<file path="src/rtl/mpg_pkg.sv">
package mpg_pkg;

   typedef enum logic [1:0] {
      MODE_OFF     = 2'd0,
      MODE_STEPDIR = 2'd1,
      MODE_UPDOWN  = 2'd2,
      MODE_QUAD    = 2'd3
   } mpg_mode_e;

   typedef enum logic [1:0] {
      SQ_IDLE,
      SQ_SETUP,
      SQ_PULSE,
      SQ_SPACE
   } mpg_seq_e;

   localparam logic [1:0] ADDR_RATE   = 2'd0;
   localparam logic [1:0] ADDR_TIMING = 2'd1;
   localparam logic [1:0] ADDR_CTRL   = 2'd2;

   localparam int CTRL_EN_BIT  = 2;
   localparam int CTRL_INV_LSB = 19;
   localparam int CTRL_OC_LSB  = 21;

endpackage

</file>
<file path="src/rtl/mpg_rate_acc.sv">
module mpg_rate_acc
   import mpg_pkg::*;
#(
   parameter int ACC_W = 16
) (
   input  logic             clk,
   input  logic             rst_n,
   input  logic             active,
   input  logic [ACC_W-1:0] rate,
   input  logic             take,
   output logic             pend,
   output logic             pend_rev
);

   localparam int SUM_W = ACC_W + 1;

   logic [ACC_W-1:0] acc_q;
   logic [SUM_W-1:0] sum;

   // sign-extended add; the extra bit is set on carry (rate >= 0) or borrow (rate < 0)
   always_comb sum = {1'b0, acc_q} + {rate[ACC_W-1], rate};

   always_ff @(posedge clk or negedge rst_n) begin
      if (!rst_n) begin
         acc_q    <= '0;
         pend     <= 1'b0;
         pend_rev <= 1'b0;
      end else if (!active) begin
         acc_q    <= '0;
         pend     <= 1'b0;
         pend_rev <= 1'b0;
      end else if (pend) begin
         if (take) pend <= 1'b0;
      end else begin
         acc_q <= sum[ACC_W-1:0];
         if (sum[SUM_W-1]) begin
            pend     <= 1'b1;
            pend_rev <= rate[ACC_W-1];
         end
      end
   end

endmodule

</file>
<file path="src/rtl/mpg_sequencer.sv">
module mpg_sequencer
   import mpg_pkg::*;
#(
   parameter int TIME_W = 8
) (
   input  logic              clk,
   input  logic              rst_n,
   input  logic              active,
   input  mpg_mode_e         mode,
   input  logic              pend,
   input  logic              pend_rev,
   input  logic [TIME_W-1:0] len,
   input  logic [TIME_W-1:0] space,
   input  logic [TIME_W-1:0] setup,
   output logic              take,
   output logic [1:0]        raw
);

   mpg_seq_e          state_q;
   logic [TIME_W-1:0] cnt_q;
   logic              a_q, b_q, dir_q;
   logic [1:0]        ph_q;

   // a programmed zero behaves as one clock
   function automatic logic [TIME_W-1:0] load_of(input logic [TIME_W-1:0] v);
      return (v == '0) ? '0 : v - 1'b1;
   endfunction

   assign take = active && pend && (state_q == SQ_IDLE);

   always_ff @(posedge clk or negedge rst_n) begin
      if (!rst_n) begin
         state_q <= SQ_IDLE;
         cnt_q   <= '0;
         a_q     <= 1'b0;
         b_q     <= 1'b0;
         dir_q   <= 1'b0;
         ph_q    <= 2'd0;
      end else if (!active) begin
         state_q <= SQ_IDLE;
         cnt_q   <= '0;
         a_q     <= 1'b0;
         b_q     <= 1'b0;
         dir_q   <= 1'b0;
         ph_q    <= 2'd0;
      end else begin
         unique case (state_q)
            SQ_IDLE: begin
               if (pend) begin
                  unique case (mode)
                     MODE_STEPDIR: begin
                        if (pend_rev != dir_q) begin
                           dir_q   <= pend_rev;
                           state_q <= SQ_SETUP;
                           cnt_q   <= load_of(setup);
                        end else begin
                           a_q     <= 1'b1;
                           state_q <= SQ_PULSE;
                           cnt_q   <= load_of(len);
                        end
                     end
                     MODE_UPDOWN: begin
                        if (pend_rev) b_q <= 1'b1;
                        else          a_q <= 1'b1;
                        state_q <= SQ_PULSE;
                        cnt_q   <= load_of(len);
                     end
                     default: begin
                        ph_q    <= ph_q + (pend_rev ? 2'b11 : 2'b01);
                        state_q <= SQ_SPACE;
                        cnt_q   <= load_of(space);
                     end
                  endcase
               end
            end
            SQ_SETUP: begin
               if (cnt_q == '0) begin
                  a_q     <= 1'b1;
                  state_q <= SQ_PULSE;
                  cnt_q   <= load_of(len);
               end else begin
                  cnt_q <= cnt_q - 1'b1;
               end
            end
            SQ_PULSE: begin
               if (cnt_q == '0) begin
                  a_q     <= 1'b0;
                  b_q     <= 1'b0;
                  state_q <= SQ_SPACE;
                  cnt_q   <= load_of(space);
               end else begin
                  cnt_q <= cnt_q - 1'b1;
               end
            end
            default: begin
               if (cnt_q == '0) state_q <= SQ_IDLE;
               else             cnt_q   <= cnt_q - 1'b1;
            end
         endcase
      end
   end

   always_comb begin
      unique case (mode)
         MODE_STEPDIR: raw = {dir_q, a_q};
         MODE_UPDOWN:  raw = {b_q, a_q};
         MODE_QUAD:    raw = {ph_q[1] ^ ph_q[0], ph_q[1]};
         default:      raw = 2'b00;
      endcase
   end

endmodule

</file>
<file path="src/rtl/mpg_pin_stage.sv">
module mpg_pin_stage (
   input  logic active,
   input  logic raw,
   input  logic inv,
   input  logic oc,
   output logic data,
   output logic oe,
   output logic own
);

   logic lvl;

   always_comb begin
      lvl  = raw ^ inv;
      data = active & lvl;
      oe   = active & (oc ? ~lvl : 1'b1);
      own  = active;
   end

endmodule

</file>
<file path="src/rtl/motion_pulse_gen.sv">
module motion_pulse_gen
   import mpg_pkg::*;
#(
   parameter int ACC_W  = 16,
   parameter int TIME_W = 8,
   parameter int POS_W  = 32
) (
   input  logic        clk,
   input  logic        rst_n,
   input  logic        wr_en,
   input  logic [1:0]  wr_addr,
   input  logic [31:0] wr_data,
   output logic [31:0] rd_data,
   output logic [1:0]  pin_data,
   output logic [1:0]  pin_oe,
   output logic [1:0]  pin_own
);

   localparam int NPIN    = 2;
   localparam int SPACE_L = TIME_W;
   localparam int SETUP_L = 2 * TIME_W;

   if (ACC_W < 4 || ACC_W > 32) begin : g_bad_acc
      $error("motion_pulse_gen: ACC_W out of range");
   end
   if (TIME_W < 1 || 3 * TIME_W > 32) begin : g_bad_time
      $error("motion_pulse_gen: TIME_W out of range");
   end
   if (POS_W < 2 || POS_W > 32) begin : g_bad_pos
      $error("motion_pulse_gen: POS_W out of range");
   end

   logic [ACC_W-1:0]  rate_q;
   logic [TIME_W-1:0] len_q, space_q, setup_q;
   mpg_mode_e         mode_q;
   logic              en_q;
   logic [NPIN-1:0]   inv_q, oc_q;
   logic [POS_W-1:0]  count_q;

   logic       active;
   logic       pend, pend_rev, take;
   logic [1:0] raw;

   assign active = en_q && (mode_q != MODE_OFF);

   always_ff @(posedge clk or negedge rst_n) begin
      if (!rst_n) begin
         rate_q  <= '0;
         len_q   <= '0;
         space_q <= '0;
         setup_q <= '0;
         mode_q  <= MODE_OFF;
         en_q    <= 1'b0;
         inv_q   <= '0;
         oc_q    <= '0;
      end else if (wr_en) begin
         unique case (wr_addr)
            ADDR_RATE: rate_q <= wr_data[ACC_W-1:0];
            ADDR_TIMING: begin
               len_q   <= wr_data[TIME_W-1:0];
               space_q <= wr_data[SPACE_L +: TIME_W];
               setup_q <= wr_data[SETUP_L +: TIME_W];
            end
            ADDR_CTRL: begin
               mode_q <= mpg_mode_e'(wr_data[1:0]);
               en_q   <= wr_data[CTRL_EN_BIT];
               inv_q  <= wr_data[CTRL_INV_LSB +: NPIN];
               oc_q   <= wr_data[CTRL_OC_LSB +: NPIN];
            end
            default: ;
         endcase
      end
   end

   mpg_rate_acc #(.ACC_W(ACC_W)) u_acc (
      .clk      (clk),
      .rst_n    (rst_n),
      .active   (active),
      .rate     (rate_q),
      .take     (take),
      .pend     (pend),
      .pend_rev (pend_rev)
   );

   mpg_sequencer #(.TIME_W(TIME_W)) u_seq (
      .clk      (clk),
      .rst_n    (rst_n),
      .active   (active),
      .mode     (mode_q),
      .pend     (pend),
      .pend_rev (pend_rev),
      .len      (len_q),
      .space    (space_q),
      .setup    (setup_q),
      .take     (take),
      .raw      (raw)
   );

   always_ff @(posedge clk or negedge rst_n) begin
      if (!rst_n)
         count_q <= '0;
      else if (take)
         count_q <= count_q + (pend_rev ? {POS_W{1'b1}} : POS_W'(1));
   end

   if (POS_W == 32) begin : g_rd_full
      assign rd_data = count_q;
   end else begin : g_rd_ext
      assign rd_data = {{(32 - POS_W){count_q[POS_W-1]}}, count_q};
   end

   for (genvar i = 0; i < NPIN; i++) begin : g_pin
      mpg_pin_stage u_pin (
         .active (active),
         .raw    (raw[i]),
         .inv    (inv_q[i]),
         .oc     (oc_q[i]),
         .data   (pin_data[i]),
         .oe     (pin_oe[i]),
         .own    (pin_own[i])
      );
   end

endmodule

</file>
<file path="config.mk">
export PLATFORM = sky130hd
export DESIGN_NAME = motion_pulse_gen
export DESIGN_NICKNAME = d
export VERILOG_FILES = /design/src/rtl/mpg_pkg.sv /design/src/rtl/mpg_rate_acc.sv /design/src/rtl/mpg_sequencer.sv /design/src/rtl/mpg_pin_stage.sv /design/src/rtl/motion_pulse_gen.sv
export SDC_FILE = /design/constraint.sdc
export NUM_CORES = 1
export LEC_CHECK = 0
export BUFFER_PORTS_ARGS = -buffer_cell sky130_fd_sc_hd__buf_2
export CAP_MARGIN = 10
export CELL_PAD_IN_SITES_DETAIL_PLACEMENT = 0
export CELL_PAD_IN_SITES_GLOBAL_PLACEMENT = 2
export CORE_MARGIN = 1
export CORE_UTILIZATION = 39
export DETAILED_ROUTE_END_ITERATION = 10
export PLACE_DENSITY_LB_ADDON = 0.1
export SYNTH_ARGS = -nofsm -noshare
export SYNTH_HDL_FRONTEND = slang
export SYNTH_HIERARCHICAL = 1
export SYNTH_SLANG_ARGS = --single-unit
</file>
<file path="constraint.sdc">
create_clock -name clk -period 3.9 [get_ports clk]
set_input_delay 0.78 -clock clk [delete_from_list [all_inputs] [get_ports clk]]
set_output_delay 0.78 -clock clk [all_outputs]
set_load 0.01 [all_outputs]
</file>
# --- Yosys cells after proc, flatten, opt, wreduce, memory -nomap -nowiden ---
# Index checks and enable logic that the tools add are counted.
word_totals:
  ff_bits: 112
  latchBits: 0
  ram_bits: 0
  mem_bits_ro: 0
  output_inout_bits: 38
  wordCells: 137
  mem_count: 0
op_classes:
  add_sub_neg: 7
  n_mul: 0
  div: 0
  n_lt_le_gt_ge: 0
  n_eq_ne: 27
  shifts: 0
  n_mux: 55
  bitwise_logic: 9
  n_reduce_logical: 21
op_table:
  columns: ["cell", "n"]
  rows:
  - ["2-to-1 mux 8 bit", 9]
  - ["adder 32 bit", 1]
  - ["logical NOT 8 bit", 4]
  - ["2-to-1 mux 16 bit", 2]
  - ["2-to-1 mux 32 bit", 1]
  - ["subtractor 8 x 1 -> 8 bit, second input constant", 4]
  - ["2-to-1 mux 1 bit", 24]
  - ["one-hot mux 8 bit (3 select lines)", 1]
  - ["2-to-1 mux 2 bit", 11]
  - ["!= test 3 bit, second input constant", 7]
  - ["adder 16 x 17 -> 17 bit", 1]
  - ["!= test 4 bit, second input constant", 4]
  - ["one-hot mux 8 bit (2 select lines)", 1]
  - ["!= test 2 bit, second input constant", 7]
  - ["one-hot mux 2 bit (3 select lines)", 2]
  - ["AND reduction 2 bit", 5]
  - ["== test 2 bit, second input constant", 4]
  - ["AND reduction 4 bit", 2]
  - ["AND reduction 7 bit", 1]
  - ["== test 2 x 1 -> 1 bit, second input constant", 3]
  - ["!= test 5 bit, second input constant", 1]
  - ["AND reduction 5 bit", 1]
  - ["AND 1 bit", 4]
  - ["logical NOT 2 bit", 2]
  - ["11 further kinds", 17]

# --- Logic depth before layout (Yosys ltp) ---
depth:
  depth_word: 7
  mapped_depth: 9
  ltp_nobuf: 8

# --- Modules after synthesis ---
# Netlist, hierarchy kept.
by_module_without_submodules:
  columns: ["mod", "n_inst", "cells_each", "area_each_um2"]
  rows:
  - ["motion_pulse_gen", 1, 429, 4693.3]
  - ["mpg_sequencer", 1, 278, 2168.3]
  - ["mpg_rate_acc", 1, 183, 1559.0]
  - ["mpg_pin_stage", 2, 4, 30.0]

# --- Worst setup path after synthesis ---
# No wires, ideal clock.
synth_timing:
  kind: "register -> register"
  start: "reg u_acc.pend_rev"
  end: "reg count_q[28] (netlist: rd_data[28])"
  setup_time_ns: 0.138
  t_arrival_ns: 2.746
  required_time_ns: 3.762
  path_slack_ns: 1.016
  path_stages_with_launch: 9
  path_buffers: 1
  cell_sequence: "dfrtp_1 > ha_1 > clkbuf_1 > and4_1 > a221o_1 > a2111o_1 > o21ai_1 > xor2_1 > a21oi_1"
synth_between:
  elab_chain_cells: 2
synth_rtl:
  columns: ["element", "line", "text"]
  rows:
  - ["from (decl)", "mpg_rate_acc.sv:12", "output logic pend_rev"]
  - ["from (signal assigned)", "mpg_rate_acc.sv:38", "pend_rev <= rate[ACC_W-1];"]
  - ["2-to-1 mux 32 bit", "motion_pulse_gen.sv:103", "count_q <= count_q + (pend_rev ? {POS_W{1'b1}} : POS_W'(1));"]
  - ["adder 32 bit", "motion_pulse_gen.sv:103", null]
  - ["to (signal assigned)", "motion_pulse_gen.sv:103", null]
  - ["to (decl)", "motion_pulse_gen.sv:38", "logic [POS_W-1:0] count_q;"]
# No other way between the ends.
# A chain may end at the register's enable or synchronous reset.

# --- Worst setup path in the final report ---
layout_timing:
  start: "reg u_acc.pend_rev"
  end: "reg count_q[26] (netlist: rd_data[26])"
# The elaborated chain is that of the path after synthesis.

==> reports/metrics.yaml <==
status:
  status: "finished, final reports clean"
synthesis:
  synth_top_area_cell: "dfrtp_1"
  avgSynthCellArea_um2: 9.44
  synth_cell_types: 88
  synth_area_leaders: "dfrtp_1 33%, mux2_2 9.4%, ha_1 9.1%"
  yosysWarnings: 6
  synthArstFlopShare: 1.00
  synthFlopType: "dfrtp_1"
  yosysSeqAreaShare: 0.330
  synth_edf_count: 0
  syn_nets: 999
  yosysTopAreaCellShare: 0.330
  ys_seq_elements: 112
  synthesis.area_um2: 8480
  synth_cells: 898
floorplanning:
  core_area_um2: 21200
  num_rows: 53
  die_h_um: 149
  fp.dieArea_um2: 22300
  die_x_um: 149
  start_util: 0.401
  ios: 75
critical_path:
  crit_arrival_ns: 3.36
  max_stage_delay_ns: 0.54
  path_cells: "buf_4, buf_4, ha_1, o21a_1, o211ai_1, a221o_1, o221a_2, o21ai_1, xor2_1, mux2_2"
  setup.worst_path.class: "flip-flop to flip-flop"
  slowest_stage: "dfrtp_1"
  critPathTopFamily: "compound AO/OA/AOI/OAI gates"
  cpMostUsedCell: "buf_4"
  crit_path_end_kind: "flip-flop"
  path_max_fanout: 10
  start_kind: "flip-flop"
  critPathRequiredTime_ns: 4.16
  cp_num_buf_inv: 2
power_and_ir_drop:
  switching_share: 0.473
  intPower_w: 0.00381
  pwr-share-clk: 0.140
  combinationalPowerShare: 0.592
  p_leak_nw: 4.22
  pwr_density_cell_nw_per_um2: 772
  seqPwrFrac: 0.268
  switchingPower_w: 0.00342
  peakVddDrop_v: 0.000262
layout:
  fin_util: 0.443
  layout-drive-gt1-share: 0.201
  finalNonFillerCells: 1227
  syn_to_final_growth_pct: 10.4
  nNetsFinal: 1048
  antennaDiodeCount: 0
  fill_cells: 2121
detailed_routing:
  wl_per_cell_um: 18.7
  ant_nets: 0
  via_count: 7105
  drtIter0Drc: 424
  vias_per_cell: 5.79
  wirelength_um: 22900
  drc: 0
  first_pass_iters: 5
grt:
  grt_pass1_vias: 7200
  antenna_found_initial: 0
  grt_max_degree: 62
  grt.total_usage: 0.215
  gr-total-overflow: 0
  grt_pass1_wl_um: 37800
sta:
  finalClockSkew_ns: 0.00915
  rsz0062_at_grt: "no"
  max_freq_ghz: 0.323
  drv_slew: 0
  fin_crit_sh: 0.795
  layout_min_cycle_time_ns: 3.10
  fin_hold_ws_ns: 0.476
  worst_pin_slew_ns: 0.729
  finalHoldViolations: 0
  tns_ns: 0
  relSlewSlack: 0.514
  setup_violations: 0
  finalWorstSetupSlack_ns: 0.801
placed_design:
  gp_congestion: 0.879
  io_buffers: 66
  place_ws_ns: 0.798
  hpwlAfterDp_um: 17400
  placed_cells: 1211
cts:
  clk_path_buf_depth: 2
  clkSinkCount: 112
  post-cts-setup-buffers: 0
  cts.htree.levels: 3
  clk_latency_ns: 0.36
  clk_pin_slew_worst_paths_ns: 0.09
  ctsHoldBuffers: 0
  cts_resized: 0
  numCtsBuffers: 9
  root_buffer: "clkbuf_16"
  cts_tree: "done"
flow_run:
  maxCapViolCount: 0
worst_hold_path:
  hold_path.class: "input port to asynchronous set/reset pin"
==> through the flow <==
stage	power, W	instance area, um2
2_1_floorplan	0.00511	8480
3_3_place_gp	0.00616	9050
3_5_place_dp	0.00622	9050
4_1_cts	0.00727	9360
5_1_grt	0.00787	9360
6_report	0.00723	9360
==> kinds of logic (layout without fill, tap and decap cells) <==
group | after synthesis | count (layout) | synth area share
muxes | 80 | 80 | 0.105
adders and majority gates | 64 | 64 | 0.0962
xor gates and xnor gates | 52 | 52 | 0.0537
AOI/OAI and AO/OA | 268 | 268 | 0.216
buffers and inverters | 65 | 119 | 0.0363
and+or+nand+nor | 257 | 257 | 0.162
DFF | 112 | 112 | 0.330
==> sequential cells by signal, indices dropped and copies added, names as in the netlist, 2 cells and up <==
| name | count |
|---|---|
| rd_data | 32 |
| rate_q | 16 |
| u_acc/acc_q | 16 |
| len_q | 8 |
| setup_q | 8 |
| space_q | 8 |
| u_seq/cnt_q | 8 |
| inv_q | 2 |
| mode_q | 2 |
| oc_q | 2 |
| u_seq/ph_q | 2 |
| u_seq/state_q | 2 |
==> worst register-to-register path, cell delays in order, from the launching register on <==
cell and delay [ns]:
dfrtp_1 0.54, buf_4 0.25, buf_4 0.18, ha_1 0.44
o21a_1 0.19, o211ai_1 0.10, a221o_1 0.39, o221a_2 0.36
o21ai_1 0.18, xor2_1 0.09, mux2_2 0.27
==> power by group through the flow <==
stage	registers, W	clock network [W]	logic, W
2_1_floorplan	0.00192	0	0.00319
3_3_place_gp	0.00194	0	0.00422
3_5_place_dp	0.00196	0	0.00425
4_1_cts	0.00194	0.00106	0.00427
5_1_grt	0.00201	0.00110	0.00476
6_report	0.00194	0.00101	0.00428
==> layer usage <==
metal / part of all wire / up-vias / wire length (um) / track usage
met4: 0.013 / 0 / 291 / 0.0536
met5: 0 / - / 0 / 0
met2: 0.47 / 146 / 10800 / 0.357
met3: 0.030 / 19 / 688 / 0.0262
met1: 0.48 / 3475 / 11100 / 0.295
li1: - / 3465 / - / -
==> cells in the final DEF (no fill, tap or decap), types with 12 or more instances in the layout <==
cell,instances
nor3_1,21
and2_1,12
nand4_1,16
o211ai_1,13
nor2b_1,12
xor2_1,22
mux2_2,71
ha_1,62
dfrtp_1,112
nand2b_1,14
o21ai_0,51
xnor2_1,30
buf_2,65
nor2_1,54
a21oi_1,66
nand3_1,19
a21o_1,23
inv_1,26
nand2_1,57
==> synth_stat cells (19+ instances only) <==
| library cell | number |
|---|---|
| ha_1 | 62 |
| a21oi_1 | 66 |
| nand3_1 | 19 |
| nand2_1 | 57 |
| xor2_1 | 22 |
| nor2_1 | 54 |
| mux2_2 | 71 |
| a21o_1 | 23 |
| o21ai_0 | 51 |
| xnor2_1 | 30 |
| dfrtp_1 | 112 |
| nor3_1 | 21 |
| inv_1 | 26 |
==> path summary, 6_finish.rpt <==
check                      cells past startpoint           start  slack (ns)          end
max                                           10  u_acc/pend_rev        0.80  rd_data[26]
min                                            1           rst_n        0.48   rd_data[3]
max reg2reg                                   10  u_acc/pend_rev        0.80  rd_data[26]
min reg2reg                                    1     rd_data[31]        0.48  rd_data[31]
max in group asynchronous                      2           rst_n        2.61     len_q[2]
min in group clk                               1     rd_data[31]        0.48  rd_data[31]
==> final cells by class <==
class | count | area [um2] | area share
repair buffers | 77 | 428 | 0.0457
inverters | 26 | 97.6 | 0.0104
clock inverters | 6 | 86.3 | 0.00922
well taps | 275 | 344 | 0.0367
multi-input cells | 721 | 5380 | 0.574
clock buffers | 10 | 229 | 0.0245
flip-flops and latches | 112 | 2800 | 0.299
No activity file was read; power rests on OpenSTA's default activity.
